`src/rtl/adc_rr_pkg.sv`:
```
package adc_rr_pkg;

    typedef enum logic [2:0] {
        ACC_NONE,
        ACC_WRITE,
        ACC_HI,
        ACC_LO,
        ACC_MISS
    } acc_t;

    typedef enum logic [1:0] {
        S_IDLE,
        S_HI_DATA,
        S_LO_DATA,
        S_MISS
    } rsp_state_t;

endpackage

```
`src/rtl/adc_rr_decode.sv`:
```
module adc_rr_decode
    import adc_rr_pkg::*;
#(
    parameter int          ADDR_W  = 12,
    parameter logic [11:0] HI_ADDR = 12'hF72,
    parameter logic [11:0] LO_ADDR = 12'hF73
) (
    input  logic [ADDR_W-1:0] addr,
    input  logic              rd,
    input  logic              wr,
    output acc_t              kind
);

    always_comb begin
        if (rd) begin
            if (addr == HI_ADDR[ADDR_W-1:0])      kind = ACC_HI;
            else if (addr == LO_ADDR[ADDR_W-1:0]) kind = ACC_LO;
            else                                  kind = ACC_MISS;
        end else if (wr) begin
            kind = ACC_WRITE;
        end else begin
            kind = ACC_NONE;
        end
    end

endmodule

```
`src/rtl/adc_rr_hold.sv`:
```
module adc_rr_hold #(
    parameter int RES_W = 10,
    parameter int LOW_W = 2
) (
    input  logic             clk,
    input  logic             rst_n,
    input  logic             load,
    input  logic [RES_W-1:0] din,
    input  logic             snap,
    output logic [RES_W-1:0] result_q,
    output logic [LOW_W-1:0] shadow_q
);

    // Result and shadow are cleared only for determinism; firmware must not rely on them.
    always_ff @(posedge clk) begin
        if (!rst_n) begin
            result_q <= '0;
            shadow_q <= '0;
        end else begin
            if (snap) shadow_q <= result_q[LOW_W-1:0];
            if (load) result_q <= din;
        end
    end

endmodule

```
`src/rtl/adc_result_regs.sv`:
```
module adc_result_regs
    import adc_rr_pkg::*;
#(
    parameter int          RES_W   = 10,
    parameter int          DATA_W  = 8,
    parameter int          ADDR_W  = 12,
    parameter logic [11:0] HI_ADDR = 12'hF72,
    parameter logic [11:0] LO_ADDR = 12'hF73
) (
    input  logic              clk,
    input  logic              rst_n,
    input  logic              conv_done,
    input  logic [RES_W-1:0]  conv_data,
    input  logic [ADDR_W-1:0] bus_addr,
    input  logic              bus_rd,
    input  logic              bus_wr,
    output logic [DATA_W-1:0] bus_rdata
);

    localparam int LOW_W = RES_W - DATA_W;

    acc_t              kind;
    rsp_state_t        state_q, state_d;
    logic [RES_W-1:0]  result_w;
    logic [LOW_W-1:0]  shadow_w;
    logic [DATA_W-1:0] hi_cap_q;
    logic [LOW_W-1:0]  lo_cap_q;

    adc_rr_decode #(
        .ADDR_W (ADDR_W),
        .HI_ADDR(HI_ADDR),
        .LO_ADDR(LO_ADDR)
    ) u_dec (
        .addr(bus_addr),
        .rd  (bus_rd),
        .wr  (bus_wr),
        .kind(kind)
    );

    adc_rr_hold #(
        .RES_W(RES_W),
        .LOW_W(LOW_W)
    ) u_hold (
        .clk     (clk),
        .rst_n   (rst_n),
        .load    (conv_done),
        .din     (conv_data),
        .snap    (kind == ACC_HI),
        .result_q(result_w),
        .shadow_q(shadow_w)
    );

    // Next response state from this cycle's access.
    always_comb begin
        unique case (kind)
            ACC_HI:   state_d = S_HI_DATA;
            ACC_LO:   state_d = S_LO_DATA;
            ACC_MISS: state_d = S_MISS;
            default:  state_d = S_IDLE;
        endcase
    end

    // State register, with the data captured at the access edge.
    always_ff @(posedge clk) begin
        if (!rst_n) begin
            state_q  <= S_IDLE;
            hi_cap_q <= '0;
            lo_cap_q <= '0;
        end else begin
            state_q  <= state_d;
            hi_cap_q <= result_w[RES_W-1:LOW_W];
            lo_cap_q <= shadow_w;
        end
    end

    // Output mux: reserved low-register bits and non-data states read zero.
    always_comb begin
        unique case (state_q)
            S_HI_DATA: bus_rdata = hi_cap_q;
            S_LO_DATA: bus_rdata = {lo_cap_q, {(DATA_W-LOW_W){1'b0}}};
            S_MISS:    bus_rdata = '0;
            S_IDLE:    bus_rdata = '0;
        endcase
    end

endmodule

```
`config.mk`:
```
export PLATFORM = sky130hd
export DESIGN_NAME = adc_result_regs
export DESIGN_NICKNAME = d
export VERILOG_FILES = /design/src/rtl/adc_rr_pkg.sv /design/src/rtl/adc_rr_decode.sv /design/src/rtl/adc_rr_hold.sv /design/src/rtl/adc_result_regs.sv
export SDC_FILE = /design/constraint.sdc
export NUM_CORES = 1
export LEC_CHECK = 0
export ABC_AREA = 0
export BUFFER_PORTS_ARGS = -buffer_cell sky130_fd_sc_hd__buf_4
export CORE_UTILIZATION = 49
export DETAILED_ROUTE_END_ITERATION = 6
export PLACE_DENSITY = 0.79
export SLEW_MARGIN = 20
export SYNTH_ARGS = -nofsm -noshare
export SYNTH_HDL_FRONTEND = slang
export SYNTH_HIERARCHICAL = 1
export SYNTH_SLANG_ARGS = --single-unit
```
`constraint.sdc`:
```
create_clock -name clk -period 3.9 [get_ports clk]
set_clock_uncertainty 0.15 [all_clocks]
set_input_delay 1.17 -clock clk [delete_from_list [all_inputs] [get_ports clk]]
set_output_delay 1.17 -clock clk [all_outputs]
set_load 0.01 [all_outputs]
```
== Word level (Yosys, flattened, before mapping) ==
Cells that the tools add are included.

* Word-level logic and storage cells: 21
* Flip-flop bits (word level): 24
* Output and inout bits: 8
* Input bits: 27

* Multiplexer cells: 6
* Reductions and logical operators: 2
* Equal/unequal tests: 8

{| class="wikitable"
|+ Operator list
! cell !! count
|-
| $eq A12 B12 Y1 const B || 2
|-
| $pmux W8 S3 || 1
|-
| $mux W3 || 3
|-
| $eq A3 B2 Y1 const B || 2
|-
| $pmux W2 S3 || 1
|-
| $eq A2 B2 Y1 const B || 2
|-
| $eq A3 B3 Y1 const B || 1
|-
| $eq A2 B1 Y1 const B || 1
|-
| $logic_not A2 Y1 || 1
|-
| $reduce_or A2 Y1 || 1
|-
| $mux W1 || 1
|}

== Logic depth before layout (Yosys ltp) ==
Gate-level depths: netlist (run 1).

* Depth after elaboration: 6
* Depth in mapped cells: 6
* Mapped depth without buffers: 6

== Hierarchy ==
The synthesis (run 1) kept the hierarchy.

{| class="wikitable"
|+ By module, submodules not included
! module !! cells each !! area an instance (µm²) !! times used !! sequential area each (µm²)
|-
| adc_rr_hold || 38 || 450.4 || 1 || 240.2
|-
| adc_result_regs || 39 || 432.9 || 1 || 240.2
|-
| adc_rr_decode || 8 || 63.8 || 1 || 0.0
|}

== Least setup slack after synthesis (run 1) ==
Ideal clock, no wire load.

* Kind: input-to-reg
* Start: in bus_addr[2]
* End: reg u_hold.shadow_q[0]
* Buffers on the path: 0
* Path slack: 1298 ps
* Arrival time: 2336 ps
* Data required time: 3634 ps
* Stages: 6
* Setup time: 116 ps
* Path through: nand4b_1 -> nor3_2 -> and2_2 -> nor3b_1 -> mux2i_1 -> nor2b_1

* Cells in the longest elaborated chain, start to end: 5
* Elaborated cells between the ends (all ways): 6
* Classes of those cells: 3 x eq/ne; 3 x mux

{| class="wikitable"
|+ Ends and longest elaborated chain
! what !! line !! source
|-
| start, declared || adc_result_regs.sv:14 || <nowiki>input logic [ADDR_W-1:0] bus_addr,</nowiki>
|-
| $eq A12 B12 Y1 || adc_rr_decode.sv:17 || <nowiki>else if (addr == LO_ADDR[ADDR_W-1:0]) kind = ACC_LO;</nowiki>
|-
| $mux W3 || adc_rr_decode.sv:17 ||
|-
| $mux W3 (*) || adc_rr_decode.sv:16 || <nowiki>if (addr == HI_ADDR[ADDR_W-1:0]) kind = ACC_HI;</nowiki>
|-
| $mux W3 (*) || adc_rr_decode.sv:15 || <nowiki>if (rd) begin</nowiki>
|-
| net kind[1] || adc_result_regs.sv:22 || <nowiki>acc_t kind;</nowiki>
|-
| $eq A3 B2 Y1 (*) || adc_result_regs.sv:48 || <nowiki>.snap (kind == ACC_HI),</nowiki>
|-
| end signal, assigned || adc_rr_hold.sv:20 || <nowiki>if (snap) shadow_q <= result_q[LOW_W-1:0];</nowiki>
|-
| end, declared || adc_rr_hold.sv:11 || <nowiki>output logic [LOW_W-1:0] shadow_q</nowiki>
|}

The timed path passes the listed nets; every way through them passes the cells marked *.
A chain may end at the register's enable or synchronous reset.

== Final worst setup path (run 1) ==
Ends and elaborated chain as after synthesis.

==> metrics.txt, run 1 <==
# TYPE chip_impl_metric gauge
chip_impl_metric{name="synthesis.area_per_instance",unit="sq um"} 11.14
chip_impl_metric{name="cts-root-to-sink-buffers",unit=""} 2
chip_impl_metric{name="setup_viol",unit=""} 0
chip_impl_info{name="critical_path_class",value="primary input to flop"} 1
chip_impl_metric{name="timing.critical_path.arrival",unit="ns"} 2.62
chip_impl_metric{name="route.antenna.remaining_nets",unit=""} 0
chip_impl_info{name="synthFlopType",value="dfxtp_1"} 1
chip_impl_metric{name="critPathRequiredTime",unit="ns"} 3.96
chip_impl_metric{name="pin_count",unit=""} 35
chip_impl_info{name="synth_commonest_cells",value="24 x dfxtp_1, 16 x and2_1, 14 x nor2b_1"} 1
chip_impl_metric{name="synthDominantCellAreaShare",unit="%"} 50.73
chip_impl_metric{name="synth-edff-count",unit=""} 0
chip_impl_metric{name="die_area",unit="sq um"} 2113
chip_impl_info{name="hold_end",value="hi_cap_q[3]"} 1
chip_impl_metric{name="antenna_found_initial",unit=""} 0
chip_impl_metric{name="clkTransAtPathRegs",unit="ns"} 0.11
chip_impl_metric{name="groute.usage.overall",unit="%"} 17.97
chip_impl_metric{name="detailed_place_hpwl",unit="microns"} 1320
chip_impl_metric{name="pwrdens",unit="nW/um^2"} 330.8
chip_impl_metric{name="sequential_cell_area",unit="sq um"} 480.5
chip_impl_metric{name="final.min_clock_period",unit="ns"} 2.559
chip_impl_metric{name="max-slew-margin-rel",unit="%"} 74.70
chip_impl_metric{name="timing.setup.tns",unit="ns"} 0
chip_impl_metric{name="synthDistinctLibCells",unit=""} 21
chip_impl_metric{name="tritoncts_num_sinks",unit=""} 24
chip_impl_metric{name="post-route-period-util",unit="%"} 65.61
chip_impl_metric{name="final_layout_size_suffix_gt1_share",unit="%"} 34.45
chip_impl_metric{name="floorplan.die.height",unit="microns"} 45.97
chip_impl_metric{name="grt_pass1_vias",unit=""} 663
chip_impl_metric{name="reg2reg_depth",unit=""} 2
chip_impl_info{name="rr_endpoint",value="u_hold/shadow_q[0]"} 1
chip_impl_metric{name="area_of_the_core_region",unit="sq um"} 1764
chip_impl_metric{name="clock_power_share",unit="%"} 24.6
chip_impl_info{name="critical_path.endpoint_type",value="flop"} 1
chip_impl_metric{name="grt_pass1_wl",unit="microns"} 2587
chip_impl_info{name="cell_with_the_most_instances_after_synthesis",value="dfxtp_1"} 1
chip_impl_metric{name="synthCells",unit=""} 85
chip_impl_metric{name="start_util",unit="%"} 53.69
chip_impl_metric{name="path_max_fanout",unit=""} 4
chip_impl_info{name="min_delay_path_class",value="flop to flop"} 1
chip_impl_metric{name="vdd_ir_drop_max",unit="uV"} 266.8
chip_impl_metric{name="postSynth.asyncResetShare",unit="%"} 0
chip_impl_metric{name="post_drt_wl_per_cell",unit="microns"} 11.96
chip_impl_metric{name="synth_fp_nets",unit=""} 112
chip_impl_metric{name="via_count",unit=""} 699
chip_impl_info{name="synthDominantAreaCellType",value="dfxtp_1"} 1
chip_impl_metric{name="worst-r2r-setup-slack",unit="ns"} 3.11
chip_impl_metric{name="post_cts_buffers",unit=""} 0
chip_impl_info{name="cts_root_buffer",value="clkbuf_4"} 1
chip_impl_metric{name="cts_htree_levels",unit=""} 1
chip_impl_metric{name="cts-hold-fix-buffers",unit=""} 0
chip_impl_metric{name="num-fill-cells",unit=""} 163
chip_impl_metric{name="grt_max_degree",unit=""} 26
chip_impl_metric{name="cts-resized-gates",unit=""} 0
chip_impl_metric{name="area_growth_from_synthesis_to_final_layout",unit="%"} 30.52
chip_impl_metric{name="row_count",unit=""} 15
chip_impl_metric{name="p_sw_share",unit="%"} 21.08
chip_impl_info{name="r2r-start",value="u_hold/result_q[0]"} 1
chip_impl_info{name="status",value="finished clean"} 1
chip_impl_metric{name="detailedRoute.firstPassIterationCount",unit=""} 2
chip_impl_metric{name="worst_skew_pair.late_latency",unit="ns"} 0.30
chip_impl_metric{name="worst_hold_stages",unit=""} 1
chip_impl_metric{name="nets",unit=""} 148
chip_impl_metric{name="overflow_after_grt",unit=""} 0
chip_impl_info{name="rsz0062_at_grt",value="false"} 1
chip_impl_info{name="holdCritStartpoint",value="u_hold/result_q[5]"} 1
chip_impl_metric{name="p_seq_share",unit="%"} 63.5
chip_impl_metric{name="net-switching-power",unit="uW"} 86.20
chip_impl_metric{name="count_of_final_hold_check_violations",unit=""} 0
chip_impl_metric{name="power.static_leakage",unit="uW"} 0.0005499
chip_impl_metric{name="report.final.slew_viol_count",unit=""} 0
chip_impl_info{name="netlist_top_cells_area",value="dfxtp_1 51%, mux2i_1 13%, and2_1 11%"} 1
chip_impl_metric{name="io_buffer_count",unit=""} 34
chip_impl_metric{name="postSynthRegisterBits",unit=""} 24
chip_impl_metric{name="yosysWarnings",unit=""} 6
chip_impl_metric{name="cap_viol_max_count",unit=""} 0
chip_impl_info{name="clock_tree_from_tritoncts",value="yes"} 1
chip_impl_metric{name="fmaxAchievable",unit="MHz"} 390.8
chip_impl_metric{name="route.detailed.drc",unit=""} 0
chip_impl_metric{name="synth.cell_area",unit="sq um"} 947.2
chip_impl_info{name="startpoint_type",value="primary input"} 1
chip_impl_metric{name="drt_iter0_markers",unit=""} 3
chip_impl_metric{name="gp_congestion",unit=""} 0.6448
chip_impl_metric{name="cts_made_buffers",unit=""} 3
chip_impl_metric{name="antennaDiodeCount",unit=""} 0
chip_impl_metric{name="post_drt_via_cell_ratio",unit=""} 4.854
chip_impl_metric{name="share_comb_of_total_power",unit="%"} 11.9
chip_impl_metric{name="ys_seq_area_share",unit="%"} 50.73
chip_impl_metric{name="final.hold.worst_slack",unit="ns"} 0.3283
chip_impl_metric{name="power_internal",unit="uW"} 322.8
chip_impl_metric{name="routed_wl",unit="microns"} 1722
chip_impl_metric{name="multiInputGateArea",unit="sq um"} 446.7
chip_impl_metric{name="die-width",unit="microns"} 45.97
chip_impl_metric{name="worstMarginPinSlew",unit="ns"} 0.3787
==> layout by cell type (no fill, tap or decap) <==
| cell type | n |
|---|---|
| nor3b_1 | 1 |
| nor2b_1 | 14 |
| and2_2 | 1 |
| mux2i_1 | 12 |
| and2_1 | 16 |
| a22o_1 | 2 |
| dfxtp_1 | 24 |
| o31ai_1 | 1 |
| nor3_2 | 1 |
| nand2_1 | 1 |
| nor2b_4 | 1 |
| a31o_1 | 1 |
| xnor2_1 | 1 |
| nor3b_2 | 1 |
| clkbuf_4 | 3 |
| buf_4 | 34 |
| nand4b_1 | 2 |
| nand3_1 | 1 |
| nand4bb_1 | 1 |
| and2b_1 | 1 |
==> worst max path at each step <==
| stage | start | to | slack [ns] | cells past startpoint |
|---|---|---|---|---|
| after floorplan | bus_addr[2] | u_hold/shadow_q[0] | 1.30 | 6 |
| after global placement | bus_addr[2] | u_hold/shadow_q[1] | 1.12 | 7 |
| final | bus_addr[2] | u_hold/shadow_q[0] | 1.34 | 7 |
| after detailed placement | bus_addr[2] | u_hold/shadow_q[0] | 1.01 | 7 |
| after CTS | bus_addr[2] | u_hold/shadow_q[0] | 1.36 | 7 |
| after global routing | bus_addr[2] | u_hold/shadow_q[0] | 1.26 | 7 |
==> area by class of cell <==
class / instances / area share, %
clock buffers: 3 / 1.822
repair buffers: 34 / 20.65
well taps: 25 / 2.530
flip-flops and latches: 24 / 38.87
multi-input cells: 58 / 36.13
==> logic make-up (layout without fill, tap and decap cells) <==
family / Yosys count / count (layout) / share of synthesized area [%]
mux: 12 / 12 / 12.68
compound gates: 4 / 4 / 3.568
flops: 24 / 24 / 50.73
simple gates: 41 / 41 / 29.99
xor+xnor: 1 / 1 / 0.9249
buf+inv: 3 / 37 / 2.113
==> sequential cells by signal, summed over array words and instances, names as in the netlist <==
signal           flops
lo_cap_q             2
state_q              2
hi_cap_q             8
u_hold/result_q     10
u_hold/shadow_q      2
==> per-stage QoR <==
stage	cells	setup WS, ns	total power, uW	instance area [sq um]	utilization, %
after CTS	144	1.355	415.4	1236	70.07
after detailed placement	141	1.013	314.7	1214	68.79
after global placement	141	1.120	312.1	1214	68.79
final	144	1.341	409.0	1236	70.07
after floorplan	85	1.298	289.0	947.2	-
after global routing	144	1.259	429.4	1236	70.07
==> power groups by stage <==
stage / clock network [uW] / logic, uW / registers [uW]
floorplan: 0 / 25.1 / 264
global placement: 0 / 47.4 / 265
detailed placement: 0 / 49.4 / 265
CTS: 106 / 49.6 / 260
global route: 115 / 53.1 / 261
finish: 101 / 48.8 / 260
==> critical path, stage by stage <==
cell and delay [ns]:
buf_4 0.10, nand4b_1 0.19, nor3_2 0.27, and2_2 0.22, nor3b_1 0.35, mux2i_1 0.24, nor2b_1 0.07
==> per-layer routing <==
| metal | up-vias | part of all wire [%] | track usage (%) |
|---|---|---|---|
| met5 | - | 0 | 0 |
| met4 | 0 | 2.7 | 11.18 |
| met3 | 7 | 4.6 | 6.349 |
| met2 | 17 | 55 | 33.80 |
| met1 | 322 | 37 | 15.78 |
| li1 | 353 | - | - |
(Power assumes the default switching activity.)
==> run 2, diff against run 1 <==
--- a/config.mk
+++ b/config.mk
@@ -7,9 +7,9 @@
 export LEC_CHECK = 0
 export ABC_AREA = 0
 export BUFFER_PORTS_ARGS = -buffer_cell sky130_fd_sc_hd__buf_4
-export CORE_UTILIZATION = 49
+export CORE_UTILIZATION = 47
 export DETAILED_ROUTE_END_ITERATION = 6
-export PLACE_DENSITY = 0.79
+export PLACE_DENSITY = 0.77
 export SLEW_MARGIN = 20
 export SYNTH_ARGS = -nofsm -noshare
 export SYNTH_HDL_FRONTEND = slang
==> constraint.sdc (replaced) <==
create_clock -name clk -period 2.39 [get_ports clk]
set_clock_uncertainty 0.15 [all_clocks]
set_input_delay 0.717 -clock clk [delete_from_list [all_inputs] [get_ports clk]]
set_output_delay 0.717 -clock clk [all_outputs]
set_load 0.01 [all_outputs]
==> run 2 against run 1 <==
Cell count grew 0.69%. First-iteration DRC count grew to 3.7 times the previous value. Setup slack lost 1.0 ns. Via count shrank 0.57%. Cell area grew 0.61%. Largest power group unchanged. Non-clock buffer count grew 1. Clock power grew 64%. Wire length grew 2.4%. Core utilization shrank 1.0 points.
==> metrics.txt, run 2 (synthesis gave the netlist of run 1 again) <==
# TYPE chip_impl_metric gauge
chip_impl_info{name="rsz0062_at_grt",value="false"} 1
chip_impl_metric{name="cts_htree_levels",unit=""} 1
chip_impl_metric{name="overflow_after_grt",unit=""} 0
chip_impl_metric{name="io_buffer_count",unit=""} 34
chip_impl_metric{name="pin_count",unit=""} 35
chip_impl_metric{name="final.min_clock_period",unit="ns"} 2.069
chip_impl_metric{name="final_cells",unit=""} 145
chip_impl_metric{name="worst-r2r-setup-slack",unit="ns"} 1.60
chip_impl_info{name="setup.worst_path.end",value="u_hold/shadow_q[1]"} 1
chip_impl_metric{name="gp_congestion",unit=""} 0.6130
chip_impl_metric{name="groute.usage.overall",unit="%"} 19.04
chip_impl_metric{name="cts-root-to-sink-buffers",unit=""} 2
chip_impl_metric{name="clkTransAtPathRegs",unit="ns"} 0.12
chip_impl_metric{name="critPathRequiredTime",unit="ns"} 2.46
chip_impl_info{name="critical_path.endpoint_type",value="flop"} 1
chip_impl_metric{name="max-slew-margin-rel",unit="%"} 70.62
chip_impl_info{name="startpoint_type",value="primary input"} 1
chip_impl_metric{name="report.final.slew_viol_count",unit=""} 0
chip_impl_metric{name="cts-hold-fix-buffers",unit=""} 0
chip_impl_metric{name="routed_wl",unit="microns"} 1764
chip_impl_metric{name="post_cts_buffers",unit=""} 0
chip_impl_metric{name="final_layout_size_suffix_gt1_share",unit="%"} 35.00
chip_impl_metric{name="floorplan.die.height",unit="microns"} 46.89
chip_impl_info{name="min_delay_path_class",value="flop to flop"} 1
chip_impl_metric{name="route.antenna.remaining_nets",unit=""} 0
chip_impl_metric{name="area_of_the_core_region",unit="sq um"} 1802
chip_impl_metric{name="pwrdens",unit="nW/um^2"} 538.1
chip_impl_metric{name="nets",unit=""} 149
chip_impl_metric{name="cts-resized-gates",unit=""} 0
chip_impl_metric{name="reg2reg_depth",unit=""} 2
chip_impl_info{name="critical_path_class",value="primary input to flop"} 1
chip_impl_metric{name="cap_viol_max_count",unit=""} 0
chip_impl_info{name="status",value="finished clean"} 1
chip_impl_metric{name="detailedRoute.firstPassIterationCount",unit=""} 3
chip_impl_info{name="clock_tree_from_tritoncts",value="yes"} 1
chip_impl_info{name="most-common-layout-cells",value="35 x buf_4, 24 x dfxtp_1, 16 x and2_1, 14 x nor2b_1, 12 x mux2i_1"} 1
chip_impl_metric{name="post_drt_via_cell_ratio",unit=""} 4.793
chip_impl_info{name="launch_point_of_the_worst_path",value="bus_addr[3]"} 1
chip_impl_metric{name="start_util",unit="%"} 52.57
chip_impl_metric{name="tritoncts_num_sinks",unit=""} 24
chip_impl_metric{name="row_count",unit=""} 15
chip_impl_info{name="cts_root_buffer",value="clkbuf_4"} 1
chip_impl_metric{name="count_of_final_hold_check_violations",unit=""} 0
chip_impl_metric{name="die_area",unit="sq um"} 2199
chip_impl_metric{name="largest_register_ffs",unit=""} 10
chip_impl_info{name="largest-register",value="u_hold/result_q"} 1
chip_impl_metric{name="totalPowerFinal",unit="uW"} 669.3
chip_impl_metric{name="vdd_ir_drop_max",unit="uV"} 503.9
chip_impl_metric{name="post-place-cells",unit=""} 142
chip_impl_metric{name="grt_pass1_vias",unit=""} 657
chip_impl_metric{name="worst_skew_pair.late_latency",unit="ns"} 0.31
chip_impl_metric{name="route.detailed.drc",unit=""} 0
chip_impl_metric{name="post_drt_wl_per_cell",unit="microns"} 12.17
chip_impl_metric{name="fmaxAchievable",unit="MHz"} 483.4
chip_impl_metric{name="antenna_found_initial",unit=""} 0
chip_impl_metric{name="path_max_fanout",unit=""} 3
chip_impl_metric{name="cts_made_buffers",unit=""} 3
chip_impl_metric{name="area_growth_from_synthesis_to_final_layout",unit="%"} 31.31
chip_impl_metric{name="worstMarginPinSlew",unit="ns"} 0.4397
chip_impl_metric{name="setup_viol",unit=""} 0
chip_impl_metric{name="post-route-period-util",unit="%"} 86.55
chip_impl_metric{name="num-fill-cells",unit=""} 169
chip_impl_metric{name="antennaDiodeCount",unit=""} 0
chip_impl_metric{name="power.static_leakage",unit="uW"} 0.0005554
chip_impl_info{name="mostFrequentLayoutCell",value="buf_4"} 1
chip_impl_info{name="r2r-start",value="u_hold/result_q[0]"} 1
chip_impl_info{name="rr_endpoint",value="u_hold/result_q[0]"} 1
chip_impl_info{name="reg.largest.list",value="u_hold/result_q: 10 flops, hi_cap_q: 8 flops"} 1
chip_impl_metric{name="final.hold.worst_slack",unit="ns"} 0.3266
chip_impl_metric{name="timing.critical_path.arrival",unit="ns"} 2.14
chip_impl_metric{name="grt_pass1_wl",unit="microns"} 2801
chip_impl_metric{name="grt_max_degree",unit=""} 26
chip_impl_metric{name="drt_iter0_markers",unit=""} 11
chip_impl_metric{name="die-width",unit="microns"} 46.89
chip_impl_metric{name="via_count",unit=""} 695
==> run 2: cell count changes in the layout (fill, tap and decap cells not counted), sizes merged <==
cell,previous run,this run
buf,34,35
==> run 2: cell type report <==
| cell class | count | area, sq um | area share [%] |
|---|---|---|---|
| flip-flops and latches | 24 | 480.5 | 38.63 |
| multi-input cells | 58 | 446.7 | 35.92 |
| repair buffers | 35 | 262.8 | 21.13 |
| well taps | 25 | 31.28 | 2.515 |
| clock buffers | 3 | 22.52 | 1.811 |
==> run 2: metrics by stage <==
stage	worst slack, ns	area [sq um]	util [%]	setup TNS (ns)
floorplan	0.2410	947.2	-	0
global placement	0.1092	1221	67.78	0
detailed placement	-0.02086	1221	67.78	-0.03892
CTS	0.3270	1244	69.03	0
global route	0.2007	1244	69.03	0
finish	0.3213	1244	69.03	0
==> run 2: metal layers <==
metal | GRT usage [%] | wire length, microns | up-vias
met1 | 19.29 | 677 | 317
met3 | 6.538 | 93 | 4
met5 | 0 | 0 | -
met4 | 8.571 | 36 | 0
li1 | - | - | 357
met2 | 35.00 | 955 | 17
==> run 2: worst min path at each step <==
stage	start	endpoint	slack, ns	depth (start not counted)
finish	u_hold/result_q[5]	hi_cap_q[3]	0.33	1
CTS	u_hold/result_q[5]	hi_cap_q[3]	0.33	1
detailed placement	u_hold/result_q[4]	hi_cap_q[2]	0.29	1
global placement	u_hold/result_q[7]	hi_cap_q[5]	0.29	1
floorplan	u_hold/result_q[9]	hi_cap_q[7]	0.28	1
global route	u_hold/result_q[9]	hi_cap_q[7]	0.35	1
==> run 2: worst max-delay path: stages <==
cell and delay (ns):
buf_4 0.11, nand4bb_1 0.19, nor3_2 0.24, and2_2 0.19
nor3b_1 0.39, mux2i_1 0.24, nor2b_1 0.06
==> run 2: power breakdown <==
part	switching [uW]	total [uW]	internal, uW
sequential	6.76	424	417
clock	107	166	58.9
combinational	28.5	79.6	51.1
total	142	669	527
